$ cat src/rtl/i2c_eng_pkg.sv
package i2c_eng_pkg;

  typedef enum logic [1:0] {
    OP_START   = 2'd0,
    OP_RESTART = 2'd1,
    OP_STOP    = 2'd2,
    OP_BYTE    = 2'd3
  } op_e;

  localparam logic [1:0] CMD_NONE = 2'd0;
  localparam logic [1:0] CMD_COND = 2'd1;
  localparam logic [1:0] CMD_STOP = 2'd2;

  localparam int STS_NAK  = 0;
  localparam int STS_DONE = 3;
  localparam int STS_BUSY = 7;

  // Index of the final step of one unit (a whole condition, or one byte bit)
  function automatic logic [1:0] last_step_of(op_e op);
    case (op)
      OP_RESTART: return 2'd3;
      OP_BYTE:    return 2'd3;
      default:    return 2'd2;
    endcase
  endfunction

  // Released-line pattern {scl_rel, sda_rel} for a step
  function automatic logic [1:0] step_lines(op_e op, logic [1:0] step, logic val);
    case (op)
      OP_START: begin
        case (step)
          2'd0:    return 2'b11;
          2'd1:    return 2'b10;
          default: return 2'b00;
        endcase
      end
      OP_RESTART: begin
        case (step)
          2'd0:    return 2'b01;
          2'd1:    return 2'b11;
          2'd2:    return 2'b10;
          default: return 2'b00;
        endcase
      end
      OP_STOP: begin
        case (step)
          2'd0:    return 2'b00;
          2'd1:    return 2'b10;
          default: return 2'b11;
        endcase
      end
      default: return {(step == 2'd1) || (step == 2'd2), val};
    endcase
  endfunction

  function automatic logic is_launch_cmd(logic [3:0] w);
    return w[0] && ((w[2:1] == CMD_COND) || (w[2:1] == CMD_STOP));
  endfunction

  function automatic op_e op_of_cmd(logic [3:0] w);
    if (w[2:1] == CMD_COND) return w[3] ? OP_RESTART : OP_START;
    return OP_STOP;
  endfunction

endpackage

$ cat src/rtl/i2c_qtimer.sv
module i2c_qtimer #(
  parameter int QTR = 4
) (
  input  logic clk,
  input  logic rst_n,
  input  logic run,
  output logic tick
);
  localparam int CW = (QTR > 1) ? $clog2(QTR) : 1;
  localparam logic [CW-1:0] CMAX = CW'(QTR - 1);

  logic [CW-1:0] cnt;

  assign tick = run && (cnt == CMAX);

  always_ff @(posedge clk or negedge rst_n) begin
    if (!rst_n)      cnt <= '0;
    else if (!run)   cnt <= '0;
    else if (tick)   cnt <= '0;
    else             cnt <= cnt + CW'(1);
  end
endmodule

$ cat src/rtl/i2c_step_seq.sv
module i2c_step_seq
  import i2c_eng_pkg::*;
#(
  parameter int NBITS = 8
) (
  input  logic             clk,
  input  logic             rst_n,
  input  logic             launch,
  input  op_e              launch_op,
  input  logic [NBITS-1:0] launch_byte,
  input  logic             tick,
  input  logic             sda_in,
  output logic             run,
  output op_e              op_q,
  output logic             fin,
  output logic             fin_nak,
  output logic             scl_rel,
  output logic             sda_rel
);
  localparam int BW = $clog2(NBITS + 1);
  localparam logic [BW-1:0] ACK_BIT = BW'(NBITS);

  logic [1:0]       step;
  logic [BW-1:0]    bitn;
  logic [NBITS-1:0] shreg;
  logic             ack_s;
  logic             last_step, last_bit, cur_val, nxt_val;

  assign cur_val   = (bitn == ACK_BIT) ? 1'b1 : shreg[NBITS-1];
  assign nxt_val   = (bitn == ACK_BIT - BW'(1)) ? 1'b1 : shreg[NBITS-2];
  assign last_step = (step == last_step_of(op_q));
  assign last_bit  = (op_q != OP_BYTE) || (bitn == ACK_BIT);
  assign fin       = run && tick && last_step && last_bit;
  assign fin_nak   = (op_q == OP_BYTE) && ack_s;

  always_ff @(posedge clk or negedge rst_n) begin
    if (!rst_n) begin
      run     <= 1'b0;
      op_q    <= OP_START;
      step    <= '0;
      bitn    <= '0;
      shreg   <= '0;
      ack_s   <= 1'b0;
      scl_rel <= 1'b1;
      sda_rel <= 1'b1;
    end else if (!run) begin
      if (launch) begin
        run   <= 1'b1;
        op_q  <= launch_op;
        step  <= '0;
        bitn  <= '0;
        shreg <= launch_byte;
        ack_s <= 1'b0;
        {scl_rel, sda_rel} <= step_lines(launch_op, 2'd0, launch_byte[NBITS-1]);
      end
    end else if (tick) begin
      if ((op_q == OP_BYTE) && (bitn == ACK_BIT) && (step == 2'd2))
        ack_s <= sda_in;
      if (last_step && last_bit) begin
        run <= 1'b0;
      end else if (last_step) begin
        step  <= '0;
        bitn  <= bitn + BW'(1);
        shreg <= {shreg[NBITS-2:0], 1'b0};
        {scl_rel, sda_rel} <= step_lines(op_q, 2'd0, nxt_val);
      end else begin
        step <= step + 2'd1;
        {scl_rel, sda_rel} <= step_lines(op_q, step + 2'd1, cur_val);
      end
    end
  end
endmodule

$ cat src/rtl/i2c_eng_regs.sv
module i2c_eng_regs
  import i2c_eng_pkg::*;
(
  input  logic       clk,
  input  logic       rst_n,
  input  logic       csr_we,
  input  logic [3:0] csr_wdata,
  input  logic       dat_we,
  input  logic       sts_we,
  input  logic       clr_nak,
  input  logic       clr_done,
  input  logic       run,
  input  logic       fin,
  input  logic       fin_byte,
  input  logic       fin_nak,
  output logic [3:0] csr_q,
  output logic [7:0] sts_q,
  output logic       launch,
  output op_e        launch_op
);
  logic busy, done, nak, launch_cmd, launch_byte;

  assign launch_cmd  = csr_we && !run && is_launch_cmd(csr_wdata);
  assign launch_byte = dat_we && !run && !csr_we && csr_q[0];
  assign launch      = launch_cmd || launch_byte;
  assign launch_op   = launch_cmd ? op_of_cmd(csr_wdata) : OP_BYTE;

  always_comb begin
    sts_q           = '0;
    sts_q[STS_BUSY] = busy;
    sts_q[STS_DONE] = done;
    sts_q[STS_NAK]  = nak;
  end

  always_ff @(posedge clk or negedge rst_n) begin
    if (!rst_n) begin
      csr_q <= '0;
      busy  <= 1'b0;
      done  <= 1'b0;
      nak   <= 1'b0;
    end else begin
      if (csr_we && !run)          csr_q    <= csr_wdata;
      else if (fin && fin_byte)    csr_q[3] <= fin_nak;

      if (launch_cmd)              busy <= 1'b1;
      else if (fin)                busy <= 1'b0;

      if (fin)                     done <= 1'b1;
      else if (sts_we && clr_done) done <= 1'b0;

      if (fin && fin_nak)          nak <= 1'b1;
      else if (sts_we && clr_nak)  nak <= 1'b0;
    end
  end
endmodule

$ cat src/rtl/i2c_cmd_engine.sv
module i2c_cmd_engine
  import i2c_eng_pkg::*;
#(
  parameter int QTR = 4
) (
  input  logic       clk,
  input  logic       rst_n,
  input  logic       csr_we,
  input  logic [3:0] csr_wdata,
  output logic [3:0] csr_rdata,
  input  logic       dat_we,
  input  logic [7:0] dat_wdata,
  input  logic       sts_we,
  input  logic [7:0] sts_wdata,
  output logic [7:0] sts_rdata,
  output logic       scl_oe,
  output logic       sda_oe,
  input  logic       sda_in
);
  logic run_w, fin_w, fin_nak_w, tick_w, launch_w, scl_rel_w, sda_rel_w;
  logic is_cond_w, clr_mask_unused;
  op_e  op_w, launch_op_w;

  assign clr_mask_unused = ^{sts_wdata[7:4], sts_wdata[2:1]};
  assign is_cond_w       = (op_w != OP_BYTE);

  i2c_qtimer #(.QTR(QTR)) u_tmr (
    .clk(clk), .rst_n(rst_n), .run(run_w), .tick(tick_w)
  );

  i2c_eng_regs u_regs (
    .clk(clk), .rst_n(rst_n),
    .csr_we(csr_we), .csr_wdata(csr_wdata), .dat_we(dat_we),
    .sts_we(sts_we), .clr_nak(sts_wdata[STS_NAK]), .clr_done(sts_wdata[STS_DONE]),
    .run(run_w), .fin(fin_w), .fin_byte(!is_cond_w), .fin_nak(fin_nak_w),
    .csr_q(csr_rdata), .sts_q(sts_rdata),
    .launch(launch_w), .launch_op(launch_op_w)
  );

  i2c_step_seq #(.NBITS(8)) u_seq (
    .clk(clk), .rst_n(rst_n),
    .launch(launch_w), .launch_op(launch_op_w), .launch_byte(dat_wdata),
    .tick(tick_w), .sda_in(sda_in),
    .run(run_w), .op_q(op_w), .fin(fin_w), .fin_nak(fin_nak_w),
    .scl_rel(scl_rel_w), .sda_rel(sda_rel_w)
  );

  assign scl_oe = !scl_rel_w;
  assign sda_oe = !sda_rel_w;
endmodule

$ cat config.mk
export PLATFORM = sky130hd
export DESIGN_NAME = i2c_cmd_engine
export DESIGN_NICKNAME = d
export VERILOG_FILES = /design/src/rtl/i2c_eng_pkg.sv /design/src/rtl/i2c_qtimer.sv /design/src/rtl/i2c_step_seq.sv /design/src/rtl/i2c_eng_regs.sv /design/src/rtl/i2c_cmd_engine.sv
export SDC_FILE = /design/constraint.sdc
export NUM_CORES = 1
export LEC_CHECK = 0
export ABC_AREA = 1
export BUFFER_PORTS_ARGS = -buffer_cell sky130_fd_sc_hd__clkbuf_2
export CAP_MARGIN = 20
export CORE_MARGIN = 2
export CORE_UTILIZATION = 54
export CTS_CLUSTER_DIAMETER = 50
export DETAILED_ROUTE_END_ITERATION = 8
export MAX_ROUTING_LAYER = met4
export PLACE_DENSITY_LB_ADDON = 0.12
export SKIP_LAST_GASP = 1
export SYNTH_ARGS = -nofsm -noshare
export SYNTH_HDL_FRONTEND = slang
export SYNTH_SLANG_ARGS = --single-unit
$ cat constraint.sdc
create_clock -name clk -period 2.25 [get_ports clk]
set_clock_uncertainty 0.1 [all_clocks]
set_input_delay 0.1125 -clock clk [delete_from_list [all_inputs] [get_ports clk]]
set_output_delay 0.1125 -clock clk [all_outputs]
set_load 0.02 [all_outputs]
==> results of run 1 <==
[tightest hold or removal path, cell delays in order]
cell	delay (ns)
clkbuf_2	0.08
nand2_1	0.05
nand2_1	0.04
nand3_1	0.07
nand2_1	0.06
[state kept, by name, indices dropped and copies added, names as in the netlist, 2 cells and up]
signal	count
u_tmr.cnt	2
u_seq.op_q	2
u_seq.step	2
u_seq.bitn	4
u_seq.shreg	8
u_regs.csr_q	4
[cell families after synthesis]
kind of cell,synth area share
AOI/OAI and AO/OA,0.0523
DFF,0.411
other,0.00212
adders and majority gates,0.0495
buffers and inverters,0.119
xor gates and xnor gates,0.00990
and+or+nand+nor,0.356
[metal layers]
metal	wire length, um	part of all wire	vias to the layer above
met4	110	0.030	0
li1	-	-	820
met1	1700	0.46	689
met3	171	0.046	11
met5	0	0	-
met2	1720	0.46	34
[metrics by stage]
step | cells | setup WS [ns]
after global routing | 331 | 0.172
after floorplan | 246 | 0.573
final | 331 | 0.307
after detailed placement | 308 | 0.345
after global placement | 308 | 0.354
after CTS | 331 | 0.331
[how the worst max path moves through the flow]
stage | startpoint | end | slack, ns
final | csr_wdata[1] | u_seq.shreg[3] | 0.31
after global routing | u_seq.run | u_seq.shreg[3] | 0.17
after CTS | u_seq.run | u_seq.shreg[4] | 0.33
after detailed placement | u_seq.run | u_seq.shreg[4] | 0.35
after global placement | u_seq.run | u_seq.shreg[3] | 0.35
after floorplan | u_seq.bitn[0] | u_seq.bitn[2] | 0.57
[where the power goes]
group / switching, mW / leakage (nW) / total [mW] / internal [mW]
sequential: 0.173 / 0.361 / 0.908 / 0.734
combinational: 0.701 / 0.833 / 1.11 / 0.409
clock: 0.186 / 0.0265 / 0.310 / 0.124
[synthesized netlist by cell type (2+ instances only)]
cell	number	share of area
o21ai_0	6	0.017
inv_2	2	0.0042
o21bai_1	2	0.0085
nand2_1	97	0.21
nand4_1	3	0.011
ha_1	7	0.049
inv_1	29	0.061
nand3_2	2	0.011
a21oi_1	2	0.0057
nand2_2	4	0.014
buf_4	10	0.042
nand3_1	22	0.062
dfrtp_1	27	0.38
dfstp_2	2	0.030
nor2_1	13	0.028
[cells in the final DEF (no fill, tap or decap), types with 5 or more instances in the layout]
master and instances:
conb_1 5, inv_1 29, nor2_1 13, nand2_1 97
nand3_1 22, dfrtp_1 27, dlygate4sd3_1 15, clkbuf_4 5
clkbuf_2 28, o21ai_0 6, ha_1 7
[timing repair]
item	in CTS	in global routing
hold buffers	15	0
buffers inserted	0	0
endpoints found under the hold margin	40	0
[area by class of cell]
type                            instances  area [um^2]
Inverter                               31          116
Clock buffer                            8         48.8
Multi-Input combinational cell        173          847
Tap cell                               44         55.1
Fill cell                             273          970
Timing Repair Buffer                   46          313
Sequential cell                        29          728
==> impl_metrics.json, run 1 <==
{
  "max_stage_delay_ns": 0.56,
  "drt_wl_total_um": 3700,
  "cts_resized": 0,
  "ios": 40,
  "rows": 20,
  "ys_seq_area_frac": 0.411,
  "power_density_nw_per_um2": 1100,
  "fin_setup_tns_ns": 0,
  "ir_drop_uv": 612,
  "grt_max_degree": 30,
  "hpwlAfterDp_um": 2480,
  "clk_latency_ns": 0.34,
  "hold_ws_ns": 0.0132,
  "relSlewSlack": 0.519,
  "crit_type": "in2reg",
  "drive_above_1_share": 0.174,
  "rsz0062_at_grt": "no",
  "netlist_area_um2": 1770,
  "path_max_fanout": 12,
  "syn_inst": 242,
  "finalSetupViolations": 0,
  "viasPerCell": 4.69,
  "grt_first_pass_wirelength_um": 6380,
  "cp_top_family": "buffers and inverters",
  "fp.coreArea_um2": 3080,
  "numClockSinks": 29,
  "top_usage_layer": "met2",
  "routed-via-count": 1554,
  "reg2reg_slack_ns": 0.34,
  "period_minus_slack_ns": 1.94,
  "tightest_slew_ns": 0.722,
  "power_mw": 2.33,
  "ctsHtreeMaxLevel": 2,
  "status": "completed",
  "final_area_um2": 2110,
  "dpl_cell_area_um2": 1910,
  "clk_pin_slew_worst_paths_ns": 0.08,
  "antenna_found_initial": 0,
  "fin_crit_sh": 0.863,
  "cp.arrival_ns": 2.07,
  "crit_required_ns": 2.37,
  "ys.flop_type": "dfrtp_1",
  "area_delta_synth_final_pct": 19.1,
  "die_height_um": 61.3,
  "cts_buffer_depth": 2,
  "min_to": "u_seq.shreg[4]",
  "grt-ovfl-total": 0,
  "grt_use_met2": 0.368,
  "hold_depth": 5,
  "grt_use_met3": 0.0462,
  "p_leak_nw": 1.22,
  "fin_nets": 319,
  "numCtsBuffers": 5,
  "critPathCaptureType": "flop",
  "cts_tree": "built",
  "port_buffers": 28,
  "hold_viol": 0,
  "cp_cell_sequence": "dlygate4sd3_1 -> clkbuf_2 -> ha_1 -> inv_1 -> nand3_2 -> nand3_1 -> nand2_1 -> inv_1 -> nand2_4 -> nand2_1 -> nand2_1",
  "r2r_cells": 8,
  "hp-class": "in2reg",
  "drtAntennaViolNets": 0,
  "ys_types": 29,
  "slowest_stage": "dlygate4sd3_1",
  "min_from": "dat_wdata[4]",
  "initial_core_util": 0.575,
  "r2r-end": "u_seq.shreg[3]",
  "dieArea_um2": 3750,
  "grt_pass1_vias": 1434,
  "crit_buf_inv": 4,
  "synth_edf_count": 0,
  "drc_errors": 0,
  "clock.fmax_mhz": 515,
  "syn_area_per_cell_um2": 7.32,
  "crit_path_frequent_cell": "nand2_1",
  "die_w_um": 61.3,
  "n_antenna_cell": 0,
  "drt_pass1_iterations": 4,
  "drv_cap": 0,
  "use_met1": 0.306,
  "wl_per_cell_um": 11.2,
  "crit-reg2reg-launch": "u_seq.run",
  "gp_congestion": 0.853,
  "synth_warnings": 0,
  "drtIter0Drc": 92,
  "cts_root_buffer": "clkbuf_4",
  "maxSlewViolCount": 0,
  "path_depth": 11,
  "grt_use_total": 0.242,
  "ys_ff_latch": 29,
  "finalCoreUtilization": 0.685,
  "start_kind": "input port",
  "synthArstFlopShare": 1.00
}
(Power assumes the default switching activity.)
==> run 2, diff against run 1 <==
- PLACE_DENSITY: unset -> 0.8
- PLACE_DENSITY_LB_ADDON: 0.12 -> unset
==> run 2 against run 1 <==
Global-route usage fell by 0.23 points. Clock power rose by 17%. Worst hold slack got worse by 0.012 ns. Via count rose by 2.3%. Sequential cell count did not move. Sequential power fell by 1%. Cell count fell by 0.60%. Critical path depth rose by 1. Setup slack improved by 0.0069 ns. Sequential share of layout area barely moved. Critical path type unchanged.
==> impl_metrics.json, run 2 (same netlist as run 1, synthesis figures left out) <==
{
  "numClockSinks": 29,
  "power_density_nw_per_um2": 1130,
  "viasPerCell": 4.83,
  "maxSlewViolCount": 0,
  "drtIter0Drc": 76,
  "numCtsBuffers": 5,
  "fp.coreArea_um2": 3080,
  "drive_above_1_share": 0.186,
  "power_mw": 2.39,
  "rsz0062_at_grt": "no",
  "gp_congestion": 0.882,
  "antenna_found_initial": 0,
  "grt_first_pass_wirelength_um": 6270,
  "cp_top_family": "buffers and inverters",
  "hpwlAfterDp_um": 2540,
  "cts_buffer_depth": 2,
  "grt-ovfl-total": 0,
  "cp.arrival_ns": 2.11,
  "fin_setup_tns_ns": 0,
  "crit_type": "in2reg",
  "clk_latency_ns": 0.33,
  "fin_nets": 317,
  "die_height_um": 61.3,
  "p_comb_frac": 0.472,
  "pre_cts_slack_ns": 0.425,
  "cts_hold_buf": 13,
  "finalSetupViolations": 0,
  "port_buffers": 28,
  "drc_errors": 0,
  "max_stage_delay_ns": 0.54,
  "pwr-share-seq": 0.376,
  "grt_use_total": 0.240,
  "internal-power_mw": 1.32,
  "cp_cell_sequence": "dlygate4sd3_1 -> clkbuf_2 -> inv_1 -> ha_1 -> inv_1 -> nand3_2 -> nand3_1 -> nand2_1 -> inv_1 -> buf_4 -> nand3_1 -> nand2_1",
  "p_leak_nw": 1.23,
  "dpl_cell_area_um2": 1910,
  "p_sw_mw": 1.07,
  "hold_viol": 0,
  "wl_per_cell_um": 11.2,
  "ctsHtreeMaxLevel": 2,
  "rows": 20,
  "period_minus_slack_ns": 1.94,
  "tightest_slew_ns": 0.702,
  "drt_wl_total_um": 3680,
  "drt_pass1_iterations": 4,
  "ir_drop_uv": 616,
  "drv_cap": 0,
  "most-common-layout-cells": "nand2_1, inv_1, clkbuf_2",
  "layout.cells.most_common": "nand2_1",
  "hp-class": "in2reg",
  "slowest_stage": "dlygate4sd3_1",
  "cts_tree": "built",
  "start_kind": "input port",
  "area_delta_synth_final_pct": 19.2,
  "die_w_um": 61.3,
  "hold_ws_ns": 0.000941,
  "p_clk_frac": 0.152,
  "dieArea_um2": 3750,
  "cts_setup_buffers": 0,
  "crit_path_frequent_cell": "inv_1",
  "critPathCaptureType": "flop",
  "n_antenna_cell": 0,
  "fin_crit_sh": 0.860,
  "clk_pin_slew_worst_paths_ns": 0.10,
  "regMostFlops": "u_seq.shreg",
  "routed-via-count": 1589,
  "finalCoreUtilization": 0.685,
  "worst_slack_ns": 0.314,
  "status": "completed",
  "clock.fmax_mhz": 517,
  "drtAntennaViolNets": 0,
  "cts_root_buffer": "clkbuf_4",
  "path_max_fanout": 7,
  "stdcell_count": 329,
  "crit_buf_inv": 6,
  "relSlewSlack": 0.532,
  "grt_pass1_vias": 1460,
  "largest_register_ffs": 8,
  "ios": 40,
  "p_sw_frac": 0.447,
  "crit_required_ns": 2.42,
  "cts_resized": 0,
  "reg.largest.list": "u_seq.shreg x8, u_regs.csr_q x4, u_seq.bitn x4",
  "final_area_um2": 2110,
  "grt_max_degree": 30,
  "placedCellCount": 308,
  "initial_core_util": 0.575
}
run 2: worst paths after layout:
path                               start        endpoint  slack [ns]  cells past startpoint
min                         dat_wdata[4]  u_seq.shreg[4]      0.0009                      5
min in group asynchronous          rst_n  u_seq.shreg[1]        0.25                      2
max                         csr_wdata[2]   u_seq.bitn[2]        0.31                     12
max in group asynchronous          rst_n     u_seq.ack_s        1.34                      2
max reg2reg                u_seq.bitn[0]  u_seq.shreg[2]        0.41                     10
min reg2reg                 u_tmr.cnt[0]    u_tmr.cnt[0]        0.34                      1
run 2: routing by layer:
metal,part of all wire,GRT usage,up-vias
met1,0.45,0.297,712
met2,0.48,0.372,50
li1,-,-,821
met4,0.014,0.0901,0
met5,0,-,-
met3,0.054,0.0672,6
run 2: final cells by class:
| type | instances | area, um^2 |
|---|---|---|
| clock buffer | 7 | 65.1 |
| fill | 270 | 968 |
| tap | 44 | 55.1 |
| multi-input combinational | 173 | 847 |
| inverter | 31 | 116 |
| sequential | 29 | 728 |
| timing repair buffer | 44 | 293 |
| clock inverter | 1 | 5.00 |
run 2: power groups by stage:
stage	Sequential [mW]	Combinational (mW)	Clock, mW
2_1_floorplan	0.908	0.842	0
3_3_place_gp	0.901	1.07	0
3_5_place_dp	0.905	1.10	0
4_1_cts	0.896	1.12	0.370
5_1_grt	0.923	1.29	0.394
6_report	0.897	1.13	0.363
run 2: worst min-delay path, cell delays in order:
cell and delay [ns]:
clkbuf_2 0.08, nand2_1 0.05, nand2_1 0.04, nand3_1 0.07, nand2_1 0.05
==> run 3, diff against run 2 <==
- CORE_UTILIZATION: 54 -> 42
- PLACE_DENSITY: 0.8 -> unset
==> run 3 against run 2 <==
Global-route usage is 5.4 points lower. Sequential cell count did not move. Maximum frequency fell by 2.5%. Combinational power is essentially flat. Design area fell by 2.8%. Sequential share of layout area is 1.0 points higher. Non-clock buffer count fell by 9. First-iteration DRC count is 11% higher. Via count shrank 5.5%. Critical path type unchanged. Critical endpoint is now u_seq.shreg[5]. Register-to-register slack worse by 0.13 ns.
==> impl_metrics.json, run 3 (same netlist as run 1, synthesis figures left out) <==
{
  "top_usage_layer": "met2",
  "ir_drop_uv": 703,
  "gp_congestion": 0.867,
  "port_buffers": 28,
  "p_leak_nw": 1.19,
  "n_antenna_cell": 0,
  "cp_top_family": "buffers and inverters",
  "fin_nets": 308,
  "routed-via-count": 1501,
  "numCtsBuffers": 5,
  "power_mw": 2.44,
  "ctsHtreeMaxLevel": 2,
  "drv_cap": 0,
  "dieArea_um2": 4750,
  "period_minus_slack_ns": 1.99,
  "crit_type": "in2reg",
  "hold_viol": 0,
  "viasPerCell": 4.62,
  "clk_latency_ns": 0.28,
  "grt_use_met2": 0.293,
  "grt_first_pass_wirelength_um": 6310,
  "cts_buffer_depth": 2,
  "crit_required_ns": 2.36,
  "wl_per_cell_um": 11.0,
  "crit_path_frequent_cell": "nand2_1",
  "use_met1": 0.240,
  "start_kind": "input port",
  "fin_setup_tns_ns": 0,
  "max_stage_delay_ns": 0.54,
  "tightest_slew_ns": 0.734,
  "cp.arrival_ns": 2.10,
  "finalCoreUtilization": 0.509,
  "area_delta_synth_final_pct": 15.8,
  "antenna_found_initial": 0,
  "relSlewSlack": 0.510,
  "drtAntennaViolNets": 0,
  "grt-ovfl-total": 0,
  "regMostFlops": "u_seq.shreg",
  "initial_core_util": 0.439,
  "largest_register_ffs": 8,
  "rsz0062_at_grt": "no",
  "hp-class": "in2reg",
  "cts_tree": "built",
  "most-common-layout-cells": "nand2_1, inv_1, clkbuf_2",
  "die_height_um": 68.9,
  "numClockSinks": 29,
  "hpwlAfterDp_um": 2640,
  "slowest_stage": "dlygate4sd3_1",
  "die_w_um": 68.9,
  "cts_root_buffer": "clkbuf_8",
  "clk_pin_slew_worst_paths_ns": 0.06,
  "fp.coreArea_um2": 4030,
  "drt_wl_total_um": 3560,
  "fin_crit_sh": 0.882,
  "grt_max_degree": 30,
  "drive_above_1_share": 0.185,
  "clock.fmax_mhz": 504,
  "rows": 23,
  "cp_cell_sequence": "dlygate4sd3_1 -> clkbuf_2 -> ha_1 -> inv_1 -> nand3_2 -> nand3_1 -> nand2_1 -> clkinvlp_4 -> nand2_4 -> nand2_1 -> nand2_1",
  "drtIter0Drc": 84,
  "finalSetupViolations": 0,
  "drt_pass1_iterations": 4,
  "reg.largest.list": "u_seq.shreg x8, u_regs.csr_q x4, u_seq.bitn x4",
  "ios": 40,
  "cts_setup_buffers": 0,
  "drc_errors": 0,
  "grt_use_met3": 0.0487,
  "grt_use_total": 0.186,
  "critPathCaptureType": "flop",
  "path_max_fanout": 12,
  "power_density_nw_per_um2": 1190,
  "status": "completed",
  "maxSlewViolCount": 0,
  "crit_buf_inv": 4,
  "grt_pass1_vias": 1394,
  "layout.cells.most_common": "nand2_1"
}
## run 3: worst paths after layout
check,start,to,slack (ns),depth (start not counted)
worst max register to register,u_seq.run,u_seq.shreg[5],0.28,8
worst min register to register,u_tmr.cnt[0],u_tmr.cnt[0],0.33,1
max in group asynchronous,rst_n,u_seq.shreg[6],1.25,2
worst max-delay path,csr_wdata[1],u_seq.shreg[5],0.26,11
worst min-delay path,sts_we,u_regs.done,0.004,4
min in group asynchronous,rst_n,u_regs.csr_q[1],0.32,2
## run 3: final cells by class
type	count	area (um^2)
multi-input combinational	173	847
inverter	31	120
clock buffer	7	86.3
sequential	29	728
timing repair buffer	35	205
tap	50	62.6
fill	420	1980
## run 3: routing by layer
layer	wire length [um]	up-vias
met5	0	-
li1	-	794
met1	1760	677
met3	140	5
met4	40	0
met2	1620	25
## run 3: worst min-delay path: stages
cell and delay, ns:
clkbuf_2 0.09, nand2_1 0.04, nand2_1 0.05, nand2_1 0.04
## run 3: power breakdown
| part | switching [mW] | total [mW] | leakage [nW] | internal, mW |
|---|---|---|---|---|
| sequential | 0.161 | 0.898 | 0.361 | 0.737 |
| combinational | 0.721 | 1.11 | 0.781 | 0.388 |
| clock | 0.186 | 0.429 | 0.0443 | 0.242 |
| total | 1.07 | 2.44 | 1.19 | 1.37 |
## run 3: what timing repair did
action                                  CTS  global route
endpoints found under the setup margin    0             2
gates resized for setup                   0             1
hold endpoints to repair                 31             0
hold buffers                              5             0
## run 3: metrics by stage
stage | hold WS [ns] | cells | worst slack, ns | area, um^2
2_1_floorplan | -0.283 | 246 | 0.573 | 1790
3_3_place_gp | 0.119 | 313 | 0.341 | 1910
3_5_place_dp | 0.110 | 313 | 0.337 | 1910
4_1_cts | 0.00279 | 325 | 0.169 | 2050
5_1_grt | 0.0147 | 325 | 0.113 | 2050
6_report | 0.00368 | 325 | 0.265 | 2050
